## src/rtl/shaft_skew_accum.sv

```systemverilog
module shaft_skew_accum #(
  parameter int TS_W         = 24,
  parameter int DEPTH        = 16,
  parameter int SETS_PER_REV = 8000,
  parameter int ACC_W        = 40
) (
  input  logic                    clk,
  input  logic                    rst_n,
  input  logic [3:0]              ts_push,
  input  logic [TS_W-1:0]         ts_a0,
  input  logic [TS_W-1:0]         ts_a1,
  input  logic [TS_W-1:0]         ts_b0,
  input  logic [TS_W-1:0]         ts_b1,
  input  logic                    resync,
  output logic                    rev_valid,
  output logic signed [ACC_W-1:0] rev_sum,
  output logic [3:0]              ovf
);
  localparam int PW  = $clog2(DEPTH);
  localparam int CW  = $clog2(DEPTH + 1);
  localparam int SCW = $clog2(SETS_PER_REV);

  logic [TS_W-1:0] ts_in [4];
  logic [TS_W-1:0] head  [4];
  logic [3:0]      nonempty, full;
  logic            fire;

  assign ts_in[0] = ts_a0;
  assign ts_in[1] = ts_a1;
  assign ts_in[2] = ts_b0;
  assign ts_in[3] = ts_b1;
  assign fire = (&nonempty) & ~resync;

  for (genvar g = 0; g < 4; g++) begin : g_ch
    logic [TS_W-1:0] mem [DEPTH];
    logic [PW-1:0]   wp, rp;
    logic [CW-1:0]   occ;
    logic            ovf_r;
    logic            wr;

    assign wr          = ts_push[g] & ~full[g] & ~resync;
    assign nonempty[g] = occ != '0;
    assign full[g]     = occ == CW'(DEPTH);
    assign head[g]     = mem[rp];
    assign ovf[g]      = ovf_r;

    always_ff @(posedge clk or negedge rst_n) begin
      if (!rst_n) begin
        wp    <= '0;
        rp    <= '0;
        occ   <= '0;
        ovf_r <= 1'b0;
      end else if (resync) begin
        wp  <= '0;
        rp  <= '0;
        occ <= '0;
      end else begin
        if (wr)   wp <= wp + 1'b1;
        if (fire) rp <= rp + 1'b1;
        occ   <= occ + CW'(wr) - CW'(fire);
        ovf_r <= ovf_r | (ts_push[g] & full[g]);
      end
    end

    always_ff @(posedge clk) begin
      if (wr) mem[wp] <= ts_in[g];
    end
  end

  logic [TS_W-1:0]         dmod;
  logic signed [ACC_W-1:0] dext;
  logic signed [ACC_W-1:0] acc;
  logic [SCW-1:0]          setcnt;

  assign dmod = head[0] + head[1] - head[2] - head[3];
  assign dext = {{(ACC_W-TS_W){dmod[TS_W-1]}}, dmod};

  always_ff @(posedge clk or negedge rst_n) begin
    if (!rst_n) begin
      acc       <= '0;
      setcnt    <= '0;
      rev_valid <= 1'b0;
      rev_sum   <= '0;
    end else begin
      rev_valid <= 1'b0;
      if (resync) begin
        acc    <= '0;
        setcnt <= '0;
      end else if (fire) begin
        if (setcnt == SCW'(SETS_PER_REV - 1)) begin
          rev_sum   <= acc + dext;
          rev_valid <= 1'b1;
          acc       <= '0;
          setcnt    <= '0;
        end else begin
          acc    <= acc + dext;
          setcnt <= setcnt + 1'b1;
        end
      end
    end
  end
endmodule

```

## config.mk

```make
export PLATFORM = sky130hd
export DESIGN_NAME = shaft_skew_accum
export DESIGN_NICKNAME = d
export VERILOG_FILES = /design/src/rtl/shaft_skew_accum.sv
export SDC_FILE = /design/constraint.sdc
export NUM_CORES = 2
export LEC_CHECK = 0
export ABC_AREA = 1
export ABC_CLOCK_PERIOD_IN_PS = 6800
export BUFFER_PORTS_ARGS = -buffer_cell sky130_fd_sc_hd__buf_2
export CAP_MARGIN = 20
export CORE_AREA = 3 3 401 403
export DETAILED_ROUTE_END_ITERATION = 10
export DIE_AREA = 0 0 404 406
export GPL_ROUTABILITY_DRIVEN = 0
export PLACE_DENSITY = 0.65
export SYNTH_ARGS = -nofsm -noshare
export SYNTH_HDL_FRONTEND = slang
export SYNTH_SLANG_ARGS = --single-unit
export TNS_END_PERCENT = 20
```

## constraint.sdc

```tcl
create_clock -name clk -period 6.8 [get_ports clk]
set_clock_uncertainty 0.15 [all_clocks]
set_input_delay 1.36 -clock clk [delete_from_list [all_inputs] [get_ports clk]]
set_output_delay 1.36 -clock clk [all_outputs]
set_load 0.02 [all_outputs]
```

==> impl_metrics.py <==
metrics = {
    "timing": {
        "drv_slew": 0,
        "whs_ns": 0.297,
        "setup_viol_count_final": 0,
        "fin_crit_sh_pct": 96.0,
        "worst_pin_slew_ns": 1.19,
        "fmax_ghz": 0.153,
        "layout_min_cycle_time_ns": 6.53,
        "rsz0062_at_grt": "yes",
        "finalHoldViolCount": 0,
        "timing.final.ws_setup_ns": 0.274,
        "slew_headroom_pct": 20.5,
    },
    "setup_path": {
        "cp_slowest_cell": "dfrtp_4",
        "end_kind": "register",
        "critPathKind": "reg -> reg",
        "max_stage_delay_ns": 0.56,
        "cp_max_fo": 44,
        "ff2ff_setup_slack_ns": 0.27,
        "critPathRequiredTime_ns": 7.35,
        "rr_startpoint": "g_ch[2].rp[0]",
        "cp_data_arrival_time_ns": 7.08,
        "critPathLaunchType": "register",
        "r2r_end": "rev_sum[31]",
        "path_common_cell": "nand2_1",
        "r2r_cells": 31,
    },
    "synth": {
        "synth_area_sq_um": 70700,
        "synth.distinct_cells": 56,
        "ys_ff_latch": 1686,
        "syn_area_per_cell_sq_um": 12.5,
        "ys.flop_type": "edfxtp_1",
        "synth_edf_count": 1536,
        "synthCells": 5661,
        "ys_warn_count": 0,
        "postSynth.asyncResetShare_pct": 8.90,
        "yosysSeqAreaShare_pct": 70.5,
        "synth.net_count": 5926,
    },
    "routing": {
        "routed-via-count": 47300,
        "highest_layer": "met5",
        "drtAntennaViolNets": 0,
        "dr.first_iter.drc_count": 5503,
        "drt_wl_total_um": 198000,
        "drc_errors": 0,
        "via_per_inst": 5.83,
        "wl_per_cell_um": 24.4,
        "drt-met1-wl_um": 81800,
        "dr_wl_met2_um": 92200,
        "met3_length_um": 16300,
        "drtPass1Iterations": 6,
    },
    "floorplanning": {
        "rows": 146,
        "die_w_um": 404,
        "die_area_sq_um": 164000,
        "core-area_sq_um": 158000,
        "start_util_pct": 44.8,
        "io_pins": 148,
        "dieHeight_um": 406,
    },
    "min_path": {
        "hold_class": "in -> async",
    },
    "global_routing": {
        "grt_start_max_net_pins": 93,
        "grt_pass1_vias": 44700,
        "grt_util_all_layers_pct": 23.5,
        "overflow": 0,
        "antenna_found_initial": 37,
        "grt_pass1_wl_um": 288000,
    },
    "status": {
        "outcome": "complete, no violations",
    },
    "place": {
        "pre_cts_ws_ns": 0.0405,
        "placed_cells": 7729,
        "port_buffers": 147,
        "dp_hpwl_um": 114000,
    },
    "clocking": {
        "clock_sinks": 1686,
        "cts_tree": "done",
        "ctsHtreeMaxLevel": 4,
        "ctsLongestPathBuffers": 3,
        "clockRootBuffer": "clkbuf_16",
        "clk_latency_ns": 0.83,
        "numCtsBuffers": 172,
        "cts.clk_slew.worst_paths_ns": 0.06,
    },
    "final_layout": {
        "drive_gt1_share_pct": 13.2,
        "synthToLayoutAreaGrowth_pct": 16.1,
        "final_cell_mix": "edfxtp_1, o21ai_0, nor2_1, nand2_1, inv_1",
        "final_nets": 6152,
        "layout_commonest_cell": "edfxtp_1",
        "post_layout_nonfiller_instances": 8120,
    },
    "job": {
        "cap_viol_max_count": 0,
    },
}
state kept, by name, indices dropped and copies added, names as in the netlist:
register,count
rev_sum,40
g_ch.ovf_r,4
g_ch.mem,1536
g_ch.wp,16
rev_valid,1
g_ch.occ,20
setcnt,13
acc,40
g_ch.rp,16
cells by family after synthesis:
logic type	share of synthesized area, %
adders and majority gates	3.41
and+or+nand+nor	9.78
xor gates and xnor gates	0.731
AOI/OAI and AO/OA	12.2
DFF	70.5
buffers and inverters	3.31
routing by layer:
metal / up-vias / GRT usage, %
li1: 21300 / -
met4: 20 / 9.37
met5: - / 0
met1: 23600 / 32.3
met3: 378 / 4.20
met2: 2073 / 37.2
cell type report:
class	count	area, sq um
fillers	13100	75800
clock buffers	223	4600
diodes	15	37.5
repair buffers	385	3710
inverters	271	1080
well taps	2072	2590
multi-input cells	3370	19200
flip-flops and latches	1686	49900
clock inverters	97	943
repair inverters	1	8.76
critical path: cells and delay by family (launching register included):
kind	cells	cell delay (ns)
adder cells (fa/ha/maj)	5	2.10
AO/OA/AOI/OAI	9	1.48
AND/OR/NAND/NOR	12	1.42
flip-flops	1	0.56
buffers and inverters	4	0.48
XOR/XNOR	1	0.21
through the flow:
stage               TNS, ns  area [sq um]  utilization [%]
finish                    0         82100             52.0
global route         -0.389         82000             52.0
CTS                       0         80800             51.2
detailed placement        0         75200             47.7
global placement          0         75000             47.5
floorplan                 0         70700                -
how the worst max path moves through the flow:
stage          cells past startpoint  slack (ns)     startpoint     endpoint
2_1_floorplan                     32        0.61  g_ch[1].rp[0]      acc[35]
3_3_place_gp                      30        0.12  g_ch[1].rp[0]  rev_sum[37]
3_5_place_dp                      29        0.04  g_ch[3].rp[0]  rev_sum[21]
4_1_cts                           29        0.02  g_ch[3].rp[0]  rev_sum[21]
5_1_grt                           34       -0.06  g_ch[2].rp[0]      acc[38]
6_report                          31        0.27  g_ch[2].rp[0]  rev_sum[31]
cell usage after synthesis (all sizes together), types with 20 or more instances:
master / number / area share [%]
inv: 268 / 1.4
fa: 51 / 1.4
o211ai: 66 / 0.70
nand4: 34 / 0.30
dfrtp: 150 / 5.3
nor2: 812 / 4.3
nand3: 209 / 1.5
xnor2: 27 / 0.33
nor3: 20 / 0.16
o221ai: 232 / 2.9
a221oi: 29 / 0.36
o22ai: 96 / 0.85
xor2: 32 / 0.40
edfxtp: 1536 / 65
clkbuf: 275 / 1.5
o21ai: 808 / 5.7
buf: 59 / 0.41
a21oi: 148 / 1.1
ha: 111 / 2.0
nand2: 613 / 3.3
timing repair:
item,in CTS,in global routing
hold buffers,0,0
gates resized for setup,0,103
setup endpoints to repair,0,44
setup buffers,0,26
Power is not shown: default switching activity piles up to over one toggle a cycle in this logic, so the estimate is an artifact.
